### config.mk
export PLATFORM = sky130hd
export DESIGN_NAME = pr_freeze_ctrl
export DESIGN_NICKNAME = d
export VERILOG_FILES = /design/src/rtl/pr_freeze_pkg.sv /design/src/rtl/pr_freeze_fsm.sv /design/src/rtl/pr_freeze_err.sv /design/src/rtl/pr_freeze_csr.sv /design/src/rtl/pr_freeze_ctrl.sv
export SDC_FILE = /design/constraint.sdc
export NUM_CORES = 1
export LEC_CHECK = 0
export BUFFER_PORTS_ARGS = -buffer_cell sky130_fd_sc_hd__clkbuf_2
export CAP_MARGIN = 20
export CORE_ASPECT_RATIO = 0.8
export CORE_MARGIN = 2
export CORE_UTILIZATION = 39
export CTS_CLUSTER_SIZE = 25
export DETAILED_ROUTE_END_ITERATION = 8
export PLACE_DENSITY = 0.89
export SLEW_MARGIN = 5
export SYNTH_ARGS = -nofsm -noshare
export SYNTH_HDL_FRONTEND = slang
export SYNTH_HIERARCHICAL = 1
export SYNTH_SLANG_ARGS = --single-unit
### constraint.sdc
create_clock -name clk -period 3.4 [get_ports clk]
set_input_delay 0.51 -clock clk [delete_from_list [all_inputs] [get_ports clk]]
set_output_delay 0.51 -clock clk [all_outputs]
set_load 0.01 [all_outputs]
### src/rtl/pr_freeze_pkg.sv
package pr_freeze_pkg;

    localparam int CSR_DW      = 32;
    localparam int VERSION_NUM = 2;

    // word indices (byte offset / 4)
    localparam int W_STATUS = 0;
    localparam int W_CTRL   = 1;
    localparam int W_ERR    = 2;
    localparam int W_VER    = 3;

    // control bit positions
    localparam int CB_FREEZE = 0;
    localparam int CB_RST    = 1;
    localparam int CB_THAW   = 2;
    localparam int CTRL_W    = 3;

    typedef enum logic [1:0] {
        ST_RUN      = 2'd0,
        ST_FREEZING = 2'd1,
        ST_FROZEN   = 2'd2,
        ST_THAWING  = 2'd3
    } iso_state_e;

    typedef struct packed {
        logic frz_done;
        logic thaw_done;
        logic busy;
        logic frozen;
    } iso_stat_s;

    typedef struct packed {
        logic go_freeze;
        logic go_thaw;
        logic bad;
    } iso_cmd_s;

    function automatic iso_cmd_s decode_cmd(input logic want_f,
                                            input logic want_t,
                                            input iso_stat_s st);
        iso_cmd_s c;
        logic ok_f;
        logic ok_t;
        ok_f        = st.thaw_done & ~st.busy;
        ok_t        = st.frz_done & ~st.busy;
        c.bad       = (want_f & want_t) | (want_f & ~ok_f) | (want_t & ~ok_t);
        c.go_freeze = want_f & ~c.bad;
        c.go_thaw   = want_t & ~c.bad;
        return c;
    endfunction

endpackage

### src/rtl/pr_freeze_fsm.sv
module pr_freeze_fsm
    import pr_freeze_pkg::*;
(
    input  logic      clk,
    input  logic      rst,
    input  logic      go_freeze,
    input  logic      go_thaw,
    input  logic      ack,
    output iso_stat_s stat,
    output logic      freeze_req,
    output logic      thaw_req,
    output logic      freeze_out
);

    iso_state_e state_q;
    logic       fdone_q;
    logic       tdone_q;

    always_ff @(posedge clk) begin
        if (rst) begin
            state_q <= ST_RUN;
            fdone_q <= 1'b0;
            tdone_q <= 1'b1;
        end else begin
            case (state_q)
                ST_RUN: if (go_freeze) state_q <= ST_FREEZING;
                ST_FREEZING: if (ack) begin
                    state_q <= ST_FROZEN;
                    fdone_q <= 1'b1;
                    tdone_q <= 1'b0;
                end
                ST_FROZEN: if (go_thaw) state_q <= ST_THAWING;
                ST_THAWING: if (ack) begin
                    state_q <= ST_RUN;
                    fdone_q <= 1'b0;
                    tdone_q <= 1'b1;
                end
                default: state_q <= ST_RUN;
            endcase
        end
    end

    always_comb begin
        freeze_req     = (state_q == ST_FREEZING);
        thaw_req       = (state_q == ST_THAWING);
        freeze_out     = (state_q != ST_RUN);
        stat.frz_done  = fdone_q;
        stat.thaw_done = tdone_q;
        stat.busy      = freeze_req | thaw_req;
        stat.frozen    = (state_q == ST_FROZEN);
    end

    p_req_excl_r10: assert property (@(posedge clk) disable iff (rst)
        !(freeze_req && thaw_req));
    p_done_excl_r10: assert property (@(posedge clk) disable iff (rst)
        !(fdone_q && tdone_q));
    p_req_hold_r3: assert property (@(posedge clk) disable iff (rst)
        (freeze_req && !ack) |=> freeze_req);
    p_ack_freeze_r4: assert property (@(posedge clk) disable iff (rst)
        (freeze_req && ack) |=> (fdone_q && !tdone_q && freeze_out && !freeze_req));
    p_ack_thaw_r5: assert property (@(posedge clk) disable iff (rst)
        (thaw_req && ack) |=> (tdone_q && !fdone_q && !freeze_out));

endmodule

### src/rtl/pr_freeze_err.sv
module pr_freeze_err (
    input  logic clk,
    input  logic rst,
    input  logic set,
    input  logic clr,
    output logic flag
);

    always_ff @(posedge clk) begin
        if (rst)      flag <= 1'b0;
        else if (set) flag <= 1'b1;
        else if (clr) flag <= 1'b0;
    end

    p_err_sticky_r6: assert property (@(posedge clk) disable iff (rst)
        (flag && !clr) |=> flag);
    p_err_clear_r7: assert property (@(posedge clk) disable iff (rst)
        (clr && !set) |=> !flag);

endmodule

### src/rtl/pr_freeze_csr.sv
module pr_freeze_csr
    import pr_freeze_pkg::*;
#(
    parameter int ADDR_W  = 4,
    parameter int DW      = CSR_DW,
    parameter int VERSION = VERSION_NUM
) (
    input  logic              clk,
    input  logic              rst,
    input  logic              wr,
    input  logic [ADDR_W-1:0] addr,
    input  logic [DW-1:0]     wdata,
    input  iso_stat_s         stat,
    input  logic              err_flag,
    output logic [DW-1:0]     rdata,
    output logic              go_freeze,
    output logic              go_thaw,
    output logic              bad_req,
    output logic              err_clr,
    output logic              rst_gated
);

    localparam int IDX_W = ADDR_W - 2;

    logic [IDX_W-1:0]  widx;
    logic              wr_ctrl;
    logic [CTRL_W-1:0] ctrl_q;
    iso_cmd_s          cmd;

    assign widx    = addr[ADDR_W-1:2];
    assign wr_ctrl = wr && (widx == IDX_W'(W_CTRL));
    assign err_clr = wr && (widx == IDX_W'(W_ERR)) && wdata[0];

    always_comb begin
        cmd       = decode_cmd(wdata[CB_FREEZE], wdata[CB_THAW], stat);
        go_freeze = wr_ctrl & cmd.go_freeze;
        go_thaw   = wr_ctrl & cmd.go_thaw;
        bad_req   = wr_ctrl & cmd.bad;
    end

    always_ff @(posedge clk) begin
        if (rst)                   ctrl_q <= '0;
        else if (wr_ctrl && !cmd.bad) ctrl_q <= wdata[CTRL_W-1:0];
    end

    assign rst_gated = ctrl_q[CB_RST] & stat.frozen;

    always_comb begin
        rdata = '0;
        case (widx)
            IDX_W'(W_STATUS): rdata = DW'({stat.thaw_done, stat.frz_done});
            IDX_W'(W_CTRL):   rdata = DW'(ctrl_q);
            IDX_W'(W_ERR):    rdata = DW'(err_flag);
            IDX_W'(W_VER):    rdata = DW'(VERSION);
            default:          rdata = '0;
        endcase
    end

    logic unused_bits;
    assign unused_bits = &{1'b0, addr[1:0], wdata[DW-1:CTRL_W]};

    p_bad_ignored_r6: assert property (@(posedge clk) disable iff (rst)
        bad_req |=> $stable(ctrl_q));
    p_one_go_r10: assert property (@(posedge clk) disable iff (rst)
        !(go_freeze && go_thaw));

endmodule

### src/rtl/pr_freeze_ctrl.sv
module pr_freeze_ctrl
    import pr_freeze_pkg::*;
#(
    parameter int ADDR_W  = 4,
    parameter int VERSION = VERSION_NUM
) (
    input  logic              clk,
    input  logic              rst,
    input  logic              bus_wr,
    input  logic [ADDR_W-1:0] bus_addr,
    input  logic [31:0]       bus_wdata,
    output logic [31:0]       bus_rdata,
    input  logic              region_ack,
    output logic              freeze_req,
    output logic              thaw_req,
    output logic              freeze_out,
    output logic              region_rst
);

    iso_stat_s stat;
    logic      go_freeze, go_thaw, bad_req, err_clr, err_flag;

    pr_freeze_fsm u_fsm (
        .clk        (clk),
        .rst        (rst),
        .go_freeze  (go_freeze),
        .go_thaw    (go_thaw),
        .ack        (region_ack),
        .stat       (stat),
        .freeze_req (freeze_req),
        .thaw_req   (thaw_req),
        .freeze_out (freeze_out)
    );

    pr_freeze_err u_err (
        .clk  (clk),
        .rst  (rst),
        .set  (bad_req),
        .clr  (err_clr),
        .flag (err_flag)
    );

    pr_freeze_csr #(
        .ADDR_W  (ADDR_W),
        .DW      (32),
        .VERSION (VERSION)
    ) u_csr (
        .clk       (clk),
        .rst       (rst),
        .wr        (bus_wr),
        .addr      (bus_addr),
        .wdata     (bus_wdata),
        .stat      (stat),
        .err_flag  (err_flag),
        .rdata     (bus_rdata),
        .go_freeze (go_freeze),
        .go_thaw   (go_thaw),
        .bad_req   (bad_req),
        .err_clr   (err_clr),
        .rst_gated (region_rst)
    );

    p_rst_gate_r8: assert property (@(posedge clk) disable iff (rst)
        region_rst |-> (freeze_out && !freeze_req && !thaw_req));
    p_run_open_r1: assert property (@(posedge clk) disable iff (rst)
        !freeze_out |-> (!region_rst && !freeze_req && !thaw_req));

endmodule

Yosys cells after proc, flatten, opt, wreduce, memory -nomap -nowiden
Index checks and enable logic that the tools add are counted.
{"block": "totals", "regBits": 8, "input_bits": 40, "output_inout_bits": 36, "wordCells": 57}
{"block": "classes", "eq_ne": 10, "mux": 12, "bitwise": 18, "reduce_logical": 12}
{"operator": "$pmux W32 S4", "count": 1}
{"operator": "$and A1 B1 Y1", "count": 11}
{"operator": "$eq A2 B2 Y1 const B", "count": 4}
{"operator": "$mux W2", "count": 4}
{"operator": "$ne A2 B2 Y1 const B", "count": 4}
{"operator": "$pmux W2 S4", "count": 1}
{"operator": "$reduce_bool A2 Y1", "count": 3}
{"operator": "$eq A2 B1 Y1 const B", "count": 2}
{"operator": "$logic_and A1 B1 Y1", "count": 4}
{"operator": "$logic_not A2 Y1", "count": 2}
{"operator": "$mux W1", "count": 4}
{"operator": "$not A1 Y1", "count": 4}
{"operator": "$pmux W1 S2", "count": 2}
{"operator": "$reduce_and A4 Y1", "count": 1}
{"operator": "$or A1 B1 Y1", "count": 3}
{"operator": "$reduce_and A3 Y1", "count": 1}
{"operator": "$logic_not A1 Y1", "count": 1}

Logic depth before layout (Yosys ltp)
{"block": "logic_depth", "word_depth": 13, "ltp_mapped": 10, "ltp_nobuf": 10}

Cells and area by module
The synthesis kept the hierarchy.
{"module": "pr_freeze_csr", "n_inst": 1, "cells_per_inst": 59, "area_each_um2": 457.9, "seq_area_each_um2": 60.1}
{"module": "pr_freeze_fsm", "n_inst": 1, "cells_per_inst": 30, "area_each_um2": 322.8, "seq_area_each_um2": 80.1}
{"module": "pr_freeze_err", "n_inst": 1, "cells_per_inst": 4, "area_each_um2": 38.8, "seq_area_each_um2": 20.0}

Worst setup path before layout
Ideal clock, no wire load.
{"block": "synth_timing", "path_kind": "register to register", "startpoint": "register u_fsm.state_q[1]", "endpoint": "register u_fsm.state_q[0]", "arrival_ps": 1891, "setup_slack_ps": 1384, "path_stages_with_launch": 10, "n_path_buf": 0, "period_less_slack_ps": 2016, "path_cell_list": "dfxtp_1 -> inv_1 -> ha_1 -> or2_2 -> nor3_1 -> nand3_1 -> inv_1 -> nand2b_1 -> nor4bb_4 -> a211oi_2"}
{"element": "from (decl)", "line_no": "pr_freeze_fsm.sv:15", "source": "iso_state_e state_q;"}
{"element": "from (signal assigned)", "line_no": "pr_freeze_fsm.sv:21", "source": "state_q <= ST_RUN;"}
{"element": "from (signal assigned)", "line_no": "pr_freeze_fsm.sv:26", "source": "ST_RUN: if (go_freeze) state_q <= ST_FREEZING;"}
{"element": "from (signal assigned)", "line_no": "pr_freeze_fsm.sv:28", "source": "state_q <= ST_FROZEN;"}

==> results.md <==
- Max IR drop VDD: between 0.2 and 0.3 mV
- Die ar.: 2486 sq um
- Post-cts resize count: 0
- M1 wire length: between 600 and 700 um
- Grt ovf: 0
- Residual DRC: 0
- Sequential cell area fraction in the yosys report: 0.1954
- GRT Total Usage: 0.1148
- Clock Sinks: 8
- Minimum hold slack: around 470 ps
- Iter 0 DRT Violations: 8
- Row cnt: 14
- Placer Congestion: a little over 0.8
- IO Port Bufs: 15
- Max_cap viols: 0
- Setup Skew: between 7 and 8 ps
- Final hold viol count: 0
- Ys flop type: dfxtp_1
- Status: finished clean
- Worst reg2reg path startpoint: u_fsm/state_q[1]
- Fin crit period: ~2200 ps
- Asr flop ratio synth: 0
- Clock tree buffer depth: 2
- Area Overhead vs Synth: 0%
- Post-route clock period utilization: 0.6459
- EDFF count, synth: 0
- TritonCTS clock tree: done
- Wire per inst: roughly 10 um
- 1st-pass router iterations: 4
- Worst setup path startpoint: u_fsm/state_q[1]
- Clock insertion delay at the later pin of the skew report: roughly 260 ps
- Total vias in the final route: between 500 and 600
- DIE WIDTH: around 55 um
- Synth warn: 6
- Top-Level Pins: 76
- Worst path required time: between 3000 and 4000 ps
- Critical path class: flip-flop to flip-flop
- Worst setup SP type: flip-flop
- Post-Synthesis Cells: 93
- Layout fillers: between 200 and 250
- Post-synth top area share: 0.2840
- First-pass GRT wire length: 2.159 mm
- Final ANT Viol Nets: 0
- Core area: between 1500 and 2000 sq um
- Post-synthesis cell area: between 800 and 900 sq um
- Final HPWL DP: approximately 1.1 mm
- Largest net degree at the start of global routing: 13
- Seq cells post-synth: 8
- Post-layout nets: 156
- Most frequently used cell type in the post-synthesis netlist: buf_4
- Inserted Diodes: 0
- CTS root buffer: clkbuf_4
- Via density: 4.288
- Cell Pwr Density: between 400 and 500 nW/um^2
- Final WL: roughly 1.4 mm
- Setup bufs post-CTS: 0
- RSZ-0062 raised after global routing: no
- DR WL met3: around 80 um
- Ranking of synthesized cells by area: buf_4 (28%), dfxtp_1 (20%), ha_1 (9.2%)
- Crit Path Max Fanout: 5
- Initial Utilization: 0.4253
- Top post-synthesis cells by count: buf_4 (31), nand2b_1 (10), dfxtp_1 (8), inv_1 (7), ha_1 (6)
- Die extent in y: about 45 um
- Leakage power: about 0.42 nW
- Endpoints failing setup: 0
- Pins Over Slew Limit: 0
- Share of layout cells above drive strength 1: 0.2685
- Distinct cell type count after synthesis: 31
- Met2 WL: roughly 670 um
- CTS hold repair buffers: 0
- Hold Crit Class: flip-flop to flip-flop
- Number of global-route vias before repair: between 400 and 500
- Area leader, netlist: buf_4
- Worst Hold Launch: u_csr/ctrl_q[2]
- Clock-pin slew on the worst setup and hold paths: approximately 60 ps
- Core Util, Final: 0.4253
- Total CTS buffers: 3
- Antenna violations before repair: 0
- CP Capture Type: flip-flop
- CTS HTree Levels: 1
- Setup TNS: 0 ps
- Syn Area/Cell: around 8.8 sq um
- Top Layer Used: met3
- WP data arrival: about 2400 ps
- Max Clk Rate: 455.3 MHz
-- routing by layer --
layer | up-vias | global-route usage
met3 | 0 | 0.04298
li1 | 279 | -
met5 | - | 0
met4 | 0 | 0.04390
met2 | 27 | 0.1952
met1 | 260 | 0.1349
-- power breakdown --
group | internal [W] | switching (W) | total [W]
Sequential | 0.000106 | 0.0000113 | 0.000118
Combinational | 0.0000696 | 0.0000930 | 0.000163
Clock | 0.0000406 | 0.0000359 | 0.0000766
-- placed cells by master (no fill, tap or decap), types with 2 or more instances in the layout --
| cell type | synthesis | routed |
|---|---|---|
| nand2b_1 | 10 | 10 |
| clkbuf_4 | 0 | 3 |
| nand3_1 | 2 | 2 |
| clkbuf_2 | 0 | 15 |
| dfxtp_1 | 8 | 8 |
| inv_1 | 7 | 7 |
| ha_1 | 6 | 6 |
| mux2i_1 | 3 | 3 |
| conb_1 | 1 | 29 |
| o21ai_0 | 2 | 2 |
| o22ai_1 | 2 | 2 |
-- per-stage QoR --
stage                     worst slack [ps]  area [sq um]  instances  total power [W]
after CTS                             1181         819.5        132        0.0003627
after detailed placement              1176         797.0        129        0.0002823
after floorplan                       1384         924.6        121        0.0002720
final                                 1204         819.5        132        0.0003569
after global placement                1280         797.0        129        0.0002730
after global routing                 992.2         819.5        132        0.0003833
-- final timing paths --
kind | endpoint | slack, ps | depth (start not counted)
min | u_csr/ctrl_q[2] | 470 | 2
min reg2reg | u_csr/ctrl_q[2] | 470 | 2
max reg2reg | u_fsm/state_q[0] | 1200 | 9
max | u_fsm/state_q[0] | 1200 | 9
-- cell type report --
cell class / count / area (sq um) / area share
sequential: 8 / 160.2 / 0.1954
clock buffer: 3 / 22.52 / 0.02748
timing repair buffer: 15 / 75.07 / 0.09160
multi-input combinational: 75 / 505.5 / 0.6168
inverter: 7 / 26.28 / 0.03206
tap: 24 / 30.03 / 0.03664
-- logic make-up (layout without fill, tap and decap cells) --
group / count (synthesis) / count (layout) / share of synthesized area
other: 1 / 29 / 0.004576
buffers and inverters: 38 / 25 / 0.3160
AO/OA/AOI/OAI: 13 / 13 / 0.1344
adder cells (fa/ha/maj): 6 / 6 / 0.09160
flip-flops: 8 / 8 / 0.1954
multiplexers: 3 / 3 / 0.03664
AND/OR/NAND/NOR: 24 / 24 / 0.2214
-- critical path: stages (launching register included) --
cell	delay, ps
dfxtp_1	400
inv_1	120
ha_1	270
or2_2	310
nor3_1	270
nand3_1	160
inv_1	70
nand2b_1	130
nor4bb_4	300
a211oi_2	70
-- registers in the layout (all words and copies together), names as in the netlist --
| name | count |
|---|---|
| u_csr/ctrl_q | 3 |
| u_err/flag | 1 |
| u_fsm/state_q | 2 |
| u_fsm/tdone_q | 1 |
| u_fsm/fdone_q | 1 |
Note: power is estimated with default switching activity, not from simulation.
